$ cat src/rtl/csel_add_pkg.sv
package csel_add_pkg;
  parameter int unsigned DEF_DATA_W = 64;
  parameter int unsigned DEF_SEG_W  = 16;
  parameter int unsigned DEF_GRP_W  = 4;
endpackage

$ cat src/rtl/la_net.sv
// Generic lookahead network: carry into every position, plus block generate/propagate.
module la_net #(
  parameter int unsigned N = 4
) (
  input  logic [N-1:0] g,
  input  logic [N-1:0] p,
  input  logic         cin,
  output logic [N-1:0] c,
  output logic         blk_g,
  output logic         blk_p
);
  always_comb begin
    logic term;
    logic acc;
    for (int i = 0; i < N; i++) begin
      // sum of products: cin propagated, or generate at j propagated to i
      acc = cin;
      for (int k = 0; k < i; k++) acc = acc & p[k];
      for (int j = 0; j < i; j++) begin
        term = g[j];
        for (int k = j + 1; k < i; k++) term = term & p[k];
        acc = acc | term;
      end
      c[i] = acc;
    end
    blk_g = 1'b0;
    for (int j = 0; j < N; j++) begin
      term = g[j];
      for (int k = j + 1; k < N; k++) term = term & p[k];
      blk_g = blk_g | term;
    end
    blk_p = &p;
  end
endmodule

$ cat src/rtl/cla_group.sv
// One lookahead group: local sum plus group generate/propagate.
module cla_group #(
  parameter int unsigned W = 4
) (
  input  logic [W-1:0] a,
  input  logic [W-1:0] b,
  input  logic         cin,
  output logic [W-1:0] s,
  output logic         gg,
  output logic         gp
);
  logic [W-1:0] bit_g;
  logic [W-1:0] bit_p;
  logic [W-1:0] bit_c;

  assign bit_g = a & b;
  assign bit_p = a ^ b;

  la_net #(.N(W)) u_la (
    .g     (bit_g),
    .p     (bit_p),
    .cin   (cin),
    .c     (bit_c),
    .blk_g (gg),
    .blk_p (gp)
  );

  assign s = bit_p ^ bit_c;
endmodule

$ cat src/rtl/seg_add.sv
// One slice: groups of lookahead adders tied by a second lookahead level.
module seg_add #(
  parameter int unsigned SEG_W = 16,
  parameter int unsigned GRP_W = 4
) (
  input  logic [SEG_W-1:0] a,
  input  logic [SEG_W-1:0] b,
  input  logic             cin,
  output logic [SEG_W-1:0] s,
  output logic             cout
);
  localparam int unsigned NGRP = SEG_W / GRP_W;

  logic [NGRP-1:0] grp_g;
  logic [NGRP-1:0] grp_p;
  logic [NGRP-1:0] grp_c;
  logic            seg_g;
  logic            seg_p;

  la_net #(.N(NGRP)) u_la2 (
    .g     (grp_g),
    .p     (grp_p),
    .cin   (cin),
    .c     (grp_c),
    .blk_g (seg_g),
    .blk_p (seg_p)
  );

  for (genvar k = 0; k < NGRP; k++) begin : g_grp
    cla_group #(.W(GRP_W)) u_grp (
      .a   (a[k*GRP_W +: GRP_W]),
      .b   (b[k*GRP_W +: GRP_W]),
      .cin (grp_c[k]),
      .s   (s[k*GRP_W +: GRP_W]),
      .gg  (grp_g[k]),
      .gp  (grp_p[k])
    );
  end

  assign cout = seg_g | (seg_p & cin);
endmodule

$ cat src/rtl/csel_segment_adder.sv
module csel_segment_adder
  import csel_add_pkg::*;
#(
  parameter int unsigned DATA_W = DEF_DATA_W,
  parameter int unsigned SEG_W  = DEF_SEG_W,
  parameter int unsigned GRP_W  = DEF_GRP_W
) (
  input  logic              clk,
  input  logic              rst,
  input  logic [DATA_W-1:0] a,
  input  logic [DATA_W-1:0] b,
  output logic [DATA_W-1:0] sum
);
  localparam int unsigned NSEG = DATA_W / SEG_W;

  logic [NSEG-1:0]   seg_cin;   // selected carry into each slice
  logic [NSEG-1:0]   seg_cout;  // selected carry out of each slice
  logic [DATA_W-1:0] sum_c;
  logic [DATA_W-1:0] sum_q;

  assign seg_cin[0] = 1'b0;

  for (genvar k = 0; k < NSEG; k++) begin : g_seg
    if (k == 0) begin : g_base
      seg_add #(.SEG_W(SEG_W), .GRP_W(GRP_W)) u_base (
        .a    (a[SEG_W-1:0]),
        .b    (b[SEG_W-1:0]),
        .cin  (1'b0),
        .s    (sum_c[SEG_W-1:0]),
        .cout (seg_cout[0])
      );
    end else begin : g_dual
      logic [SEG_W-1:0] s_c0;
      logic [SEG_W-1:0] s_c1;
      logic             co_c0;
      logic             co_c1;

      seg_add #(.SEG_W(SEG_W), .GRP_W(GRP_W)) u_c0 (
        .a    (a[k*SEG_W +: SEG_W]),
        .b    (b[k*SEG_W +: SEG_W]),
        .cin  (1'b0),
        .s    (s_c0),
        .cout (co_c0)
      );
      seg_add #(.SEG_W(SEG_W), .GRP_W(GRP_W)) u_c1 (
        .a    (a[k*SEG_W +: SEG_W]),
        .b    (b[k*SEG_W +: SEG_W]),
        .cin  (1'b1),
        .s    (s_c1),
        .cout (co_c1)
      );

      assign seg_cin[k]               = seg_cout[k-1];
      assign sum_c[k*SEG_W +: SEG_W]  = seg_cin[k] ? s_c1 : s_c0;
      assign seg_cout[k]              = seg_cin[k] ? co_c1 : co_c0;
    end
  end

  always_ff @(posedge clk) begin
    if (rst) sum_q <= '0;
    else     sum_q <= sum_c;
  end

  assign sum = sum_q;
endmodule

$ cat config.mk
export PLATFORM = sky130hd
export DESIGN_NAME = csel_segment_adder
export DESIGN_NICKNAME = d
export VERILOG_FILES = /design/src/rtl/csel_add_pkg.sv /design/src/rtl/la_net.sv /design/src/rtl/cla_group.sv /design/src/rtl/seg_add.sv /design/src/rtl/csel_segment_adder.sv
export SDC_FILE = /design/constraint.sdc
export NUM_CORES = 1
export LEC_CHECK = 0
export CAP_MARGIN = 10
export CORE_MARGIN = 1.5
export CORE_UTILIZATION = 46
export DETAILED_ROUTE_END_ITERATION = 8
export GPL_TIMING_DRIVEN = 0
export PLACE_DENSITY = 0.95
export SLEW_MARGIN = 20
export SYNTH_ARGS = -nofsm -noshare
export SYNTH_HDL_FRONTEND = slang
export SYNTH_SLANG_ARGS = --single-unit
$ cat constraint.sdc
create_clock -name clk -period 6 [get_ports clk]
set_input_delay 1.5 -clock clk [delete_from_list [all_inputs] [get_ports clk]]
set_output_delay 1.5 -clock clk [all_outputs]
set_load 0.01 [all_outputs]
==> impl_metrics.py, run 1 <==
metrics = {
    "sta": {
        "holdWs_ns": 1.88,
        "fin_ws_ns": 0.584,
        "hold_violations": 0,
        "relSlewSlack_pct": 44.1,
        "period_share_pct": 90.3,
        "setup_viol": 0,
        "tightest_slew_ns": 0.817,
        "rsz0062_at_grt": "no",
        "slew_viol_final": 0,
        "fin_tns_setup_ns": 0,
        "clock.fmax_ghz": 0.185,
        "period_minus_slack_ns": 5.42,
    },
    "clock_network": {
        "ctsHoldBuffers": 0,
        "cts_made_buffers": 9,
        "tritoncts": "built",
        "numClockSinks": 64,
        "ctsRootBufferMaster": "clkbuf_8",
        "clk_pin_slew_ns": 0.08,
        "postCtsResizedCells": 0,
        "htree_num_levels": 3,
        "postCtsSetupBuffers": 0,
        "clockBufferDepth": 2,
    },
    "global_route": {
        "grt_usage_pct": 26.4,
        "grt_pass1_wl_um": 21000,
        "grt_max_degree": 13,
        "grt_overflow": 0,
        "grt_pass1_vias": 4630,
        "antenna_found_initial": 0,
    },
    "finish": {
        "fillCellCount": 678,
        "antenna_cells": 0,
        "final_layout_size_suffix_gt1_share_pct": 5.78,
        "synthToLayoutAreaGrowth_pct": 52.0,
        "stdcell_count": 804,
        "largest_reg_flops": 64,
        "regArea_mm2": 0.00128,
        "final_nets": 892,
        "post-route-util_pct": 72.5,
        "multi_input_area_mm2": 0.00306,
    },
    "hold_path": {
        "worstHoldPathType": "in2reg",
    },
    "critical_path": {
        "path_class": "in2reg",
        "critical_path_peak_fanout": 5,
        "cp.arrival_ns": 5.64,
        "setup.worst_path.end_class": "flip-flop",
        "required_ns": 6.22,
        "worstSetupStartpointType": "input port",
    },
    "floorplanning": {
        "start_util_pct": 47.7,
        "ios": 194,
        "die_h_um": 101,
        "design.core.area_mm2": 0.00928,
        "die_w_um": 101,
        "fp-row-count": 35,
        "die-area_mm2": 0.0102,
    },
    "synth": {
        "ys_types": 53,
        "synth_top_area_share_pct": 28.9,
        "syn_area_mm2": 0.00443,
        "synth_warnings": 0,
        "async_flop_share_pct": 0,
        "synth-edff-count": 0,
        "synth_top_cell_by_area": "dfxtp_1",
        "synth.avg_cell_area_um2": 9.50,
        "syn_nets": 688,
        "synth_cells": 466,
        "synth.area.top_cells": "dfxtp_1, ha_1, xnor2_1",
        "ys.flop_type": "dfxtp_1",
        "synth_seq_area_share_pct": 28.9,
        "synth_seq_cells": 64,
    },
    "route": {
        "vias_per_cell": 5.27,
        "finalWirelength_um": 13200,
        "num_vias": 4240,
        "drtIter0Drc": 103,
        "wl_per_cell_um": 16.4,
        "drc_errors": 0,
        "first_pass_iters": 4,
        "ant_nets": 0,
    },
    "pwr": {
        "powerDensity_mw_per_mm2": 216,
        "vdd_drop_max_uv": 129,
        "p_leak_uw": 0.00286,
    },
    "run_status": {
        "status": "completed",
    },
    "placed_design": {
        "dp_cells": 788,
        "port_buffers": 193,
        "gp_congestion": 0.854,
        "dp_hpwl_um": 10900,
        "place_ws_ns": 0.240,
    },
    "run": {
        "max-cap-violations": 0,
    },
}
==> power breakdown <==
part           leakage (µW)  internal [µW]  switching (µW)
clock             0.0000907            204             186
sequential         0.000533            484            15.9
combinational       0.00224            314             252
total               0.00286           1000             454
==> area by class of cell <==
cell class,count,area share (%)
buffer,8,0.707
clock buffer,10,2.05
clock inverter,6,1.02
inverter,10,0.558
multi-input combinational,384,45.5
sequential,64,19.0
tap,129,2.40
timing repair buffer,193,28.7
==> Yosys cell counts, types with 2 or more instances <==
| library cell | number |
|---|---|
| nand2b_1 | 17 |
| nor3_1 | 3 |
| nand3_1 | 4 |
| clkbuf_1 | 6 |
| o21ai_1 | 8 |
| a21o_1 | 10 |
| o21bai_1 | 2 |
| inv_1 | 10 |
| nand4_1 | 9 |
| and3_2 | 2 |
| a21o_2 | 5 |
| xnor2_1 | 31 |
| nand2_1 | 19 |
| a31oi_1 | 2 |
| xor2_1 | 13 |
| a221oi_2 | 2 |
| a21oi_1 | 37 |
| fa_1 | 13 |
| nor2b_1 | 17 |
| nor2_1 | 57 |
| and4_1 | 2 |
| or2_1 | 2 |
| nor3b_1 | 2 |
| o21ai_0 | 18 |
| o211ai_1 | 4 |
| ha_1 | 79 |
| mux2_1 | 3 |
| dfxtp_1 | 64 |
==> cell families (layout without fill, tap and decap cells) <==
kind of cell / count (synthesis) / after routing / synth area share (%)
adder cells (fa/ha/maj): 92 / 92 / 28.2
AND/OR/NAND/NOR: 142 / 142 / 16.1
XOR/XNOR: 44 / 44 / 8.71
flip-flops: 64 / 64 / 28.9
AO/OA/AOI/OAI: 101 / 101 / 14.8
buffers and inverters: 18 / 227 / 1.92
multiplexers: 5 / 5 / 1.33
==> path summary, 6_finish.rpt <==
path              from      end  cells after the start
hold / removal    b[0]   sum[0]                      3
setup / recovery  a[1]  sum[55]                     17
==> critical path: stages <==
cell and delay, ns:
clkdlybuf4s50_1 0.49, ha_1 0.34, ha_1 0.20, o211ai_1 0.22
a21oi_1 0.14, o211ai_1 0.40, a211oi_2 0.17, a31oi_2 0.33
o21ai_2 0.16, o41a_1 0.38, a21o_1 0.23, ha_1 0.20
o21ai_0 0.25, nand2b_1 0.14, a21oi_1 0.21, xor2_1 0.21
nor2_1 0.05
==> layer usage <==
metal | vias up | global-route usage, % | share of wire [%] | routed length, µm
met3 | 35 | 6.10 | 7.0 | 928
li1 | 2039 | - | - | -
met2 | 200 | 52.2 | 54 | 7120
met5 | - | 0 | 0 | 0
met4 | 0 | 12.0 | 3.0 | 390
met1 | 1966 | 25.6 | 36 | 4770
==> per-stage QoR <==
stage	cell area, µm²	total power, µW
after floorplan	4430	793
after global placement	6520	1040
after detailed placement	6520	1070
after CTS	6730	1460
after global routing	6730	1540
final	6730	1460
==> cell usage in the layout, fill, tap and decap left out, drive strengths merged, types with 4 or more instances in the layout <==
| master | instances |
|---|---|
| clkdlybuf4s50 | 193 |
| ha | 79 |
| dfxtp | 64 |
| nor2 | 57 |
| a21oi | 37 |
| xnor2 | 31 |
| o21ai | 27 |
| nand2 | 20 |
| nand2b | 17 |
| nor2b | 17 |
| clkbuf | 17 |
| a21o | 15 |
| xor2 | 13 |
| fa | 13 |
| inv | 10 |
| nand4 | 9 |
| o211ai | 4 |
| nand3 | 4 |
| clkinvlp | 4 |
| mux2 | 4 |
Note: power is estimated with default switching activity, not from simulation.
==> run 2: changes to the inputs <==
--- a/config.mk
+++ b/config.mk
@@ -7,11 +7,12 @@
 export LEC_CHECK = 0
 export CAP_MARGIN = 10
 export CORE_MARGIN = 1.5
-export CORE_UTILIZATION = 46
+export CORE_UTILIZATION = 55
 export DETAILED_ROUTE_END_ITERATION = 8
 export GPL_TIMING_DRIVEN = 0
 export PLACE_DENSITY = 0.95
 export SLEW_MARGIN = 20
 export SYNTH_ARGS = -nofsm -noshare
 export SYNTH_HDL_FRONTEND = slang
+export SYNTH_HIERARCHICAL = 1
 export SYNTH_SLANG_ARGS = --single-unit
==> run 2 against run 1 <==
  * Clock-buffer cell count decreased by 1
  * Power increased by 50%
  * Sequential share of layout area decreased by 6.0 points
  * Routed wire length increased by 50%
  * Global-route usage increased by 1.7 points
  * Flip-flop and latch count unchanged
  * Non-clock buffer count increased by 53
  * Worst setup slack improved by 1.1 ns
  * Die area increased by 37%
  * Clock power increased by 49%
  * Largest cell class unchanged
  * Largest power group unchanged
==> impl_metrics.py, run 2 <==
metrics = {
    "floorplanning": {
        "die-area_mm2": 0.0140,
        "ios": 194,
        "die_w_um": 118,
        "start_util_pct": 57.2,
        "fp-row-count": 41,
        "die_h_um": 118,
        "design.core.area_mm2": 0.0128,
    },
    "route": {
        "finalWirelength_um": 19900,
        "met1Wirelength_um": 8500,
        "ant_nets": 0,
        "wl_per_cell_um": 14.8,
        "drc_errors": 0,
        "wl_met2_um": 9780,
        "drtIter0Drc": 500,
        "first_pass_iters": 5,
        "num_vias": 7409,
        "dr_wl_met3_um": 1090,
        "vias_per_cell": 5.51,
        "top_layer": "met4",
    },
    "finish": {
        "final_common_cell": "clkdlybuf4s50_1",
        "fillCellCount": 923,
        "synthToLayoutAreaGrowth_pct": 34.7,
        "layout_common_cells": "clkdlybuf4s50_1, nand2_1, a21oi_1, xor2_1, ha_1",
        "multi_input_area_mm2": 0.00558,
        "regArea_mm2": 0.00128,
        "antenna_cells": 0,
        "final_nets": 1409,
        "largest_reg_flops": 64,
        "final_layout_size_suffix_gt1_share_pct": 11.1,
    },
    "clock_network": {
        "numClockSinks": 64,
        "postCtsResizedCells": 0,
        "clk_pin_slew_ns": 0.06,
        "htree_num_levels": 3,
        "ctsRootBufferMaster": "clkbuf_16",
        "clockBufferDepth": 2,
        "ctsHoldBuffers": 0,
        "postCtsSetupBuffers": 0,
        "tritoncts": "built",
        "cts_made_buffers": 9,
    },
    "global_route": {
        "grt_overflow": 0,
        "antenna_found_initial": 0,
        "grt_pass1_wl_um": 32600,
        "grt_usage_pct": 28.1,
        "grt_pass1_vias": 7098,
        "grt_max_degree": 13,
    },
    "critical_path": {
        "worstSetupStartpointType": "input port",
        "worstSetupStartpoint": "a[1]",
        "path_class": "in2reg",
        "required_ns": 6.27,
        "critical_path_peak_fanout": 10,
        "cp.arrival_ns": 4.61,
        "setup.worst_path.end_class": "flip-flop",
    },
    "synth": {
        "synth_cells": 946,
        "synth_warnings": 6,
        "syn_area_mm2": 0.00730,
        "synth.avg_cell_area_um2": 7.72,
    },
    "sta": {
        "tightest_slew_ns": 0.552,
        "setup_viol": 0,
        "fin_tns_setup_ns": 0,
        "period_minus_slack_ns": 4.34,
        "relSlewSlack_pct": 63.2,
        "hold_violations": 0,
        "slew_viol_final": 0,
        "rsz0062_at_grt": "no",
        "clock.fmax_ghz": 0.230,
        "period_share_pct": 72.4,
    },
    "placed_design": {
        "port_buffers": 193,
        "dp_hpwl_um": 15500,
        "gp_congestion": 0.921,
    },
    "pwr": {
        "seq_power_share_pct": 24.1,
        "pwr-share-clk_pct": 26.5,
        "powerDensity_mw_per_mm2": 221,
        "p_leak_uw": 0.00456,
        "p_switching_uw": 781,
        "vdd_drop_max_uv": 140,
        "p_int_uw": 1400,
        "total_power_uw": 2180,
        "comb_power_share_pct": 49.4,
        "sw_frac_of_total_pct": 35.9,
    },
    "run_status": {
        "status": "completed",
    },
    "hold_path": {
        "hold_depth": 3,
        "min_from": "rst",
        "min_to": "sum[60]",
        "worstHoldPathType": "in2reg",
    },
    "run": {
        "max-cap-violations": 0,
    },
}
[run 2: critical path, cell delays in order]
cell             delay, ns
clkdlybuf4s50_1       0.40
ha_1                  0.36
a21oi_1               0.08
o21ai_0               0.31
a21oi_1               0.13
o21ai_0               0.20
a21o_1                0.18
buf_6                 0.18
mux2i_1               0.43
buf_2                 0.33
buf_2                 0.28
nand2_1               0.08
a21oi_1               0.14
[run 2: routing by layer]
metal | vias up | GRT usage [%]
li1 | 3696 | -
met1 | 3418 | 34.3
met2 | 254 | 49.3
met3 | 41 | 4.15
met4 | 0 | 11.1
met5 | - | 0
[run 2: stage by stage]
| step | instances | worst slack, ns | util, % | area, µm² | hold WS, ns |
|---|---|---|---|---|---|
| 2_1_floorplan | 963 | 2.43 | - | 7370 | 1.69 |
| 3_3_place_gp | 1328 | 1.35 | 74.5 | 9520 | 2.23 |
| 3_5_place_dp | 1328 | 1.32 | 74.5 | 9520 | 2.23 |
| 4_1_cts | 1344 | 1.65 | 77.0 | 9840 | 1.95 |
| 5_1_grt | 1344 | 1.31 | 77.0 | 9840 | 2.01 |
| 6_report | 1344 | 1.66 | 77.0 | 9840 | 1.95 |
[run 2: layout make-up]
cell class	instances	area share [%]
Buffer	61	3.83
Clock inverter	7	0.967
Inverter	35	1.34
Sequential cell	64	13.0
Tap cell	172	2.19
Multi-Input combinational cell	803	56.7
Timing Repair Buffer	193	19.6
Clock buffer	9	2.29
[run 2: worst max path at each step]
stage | end | slack, ns | depth (start not counted)
floorplan | sum[55] | 2.43 | 12
global placement | sum[40] | 1.35 | 13
detailed placement | sum[40] | 1.32 | 13
CTS | sum[40] | 1.65 | 13
global route | sum[45] | 1.31 | 13
finish | sum[40] | 1.66 | 13
[run 2: power by group through the flow]
| stage | sequential [µW] | clock (µW) | combinational [µW] |
|---|---|---|---|
| final | 524 | 578 | 1080 |
| after detailed placement | 533 | 0 | 1050 |
| after floorplan | 575 | 0 | 620 |
| after global routing | 530 | 605 | 1170 |
| after global placement | 531 | 0 | 1030 |
| after CTS | 525 | 580 | 1070 |
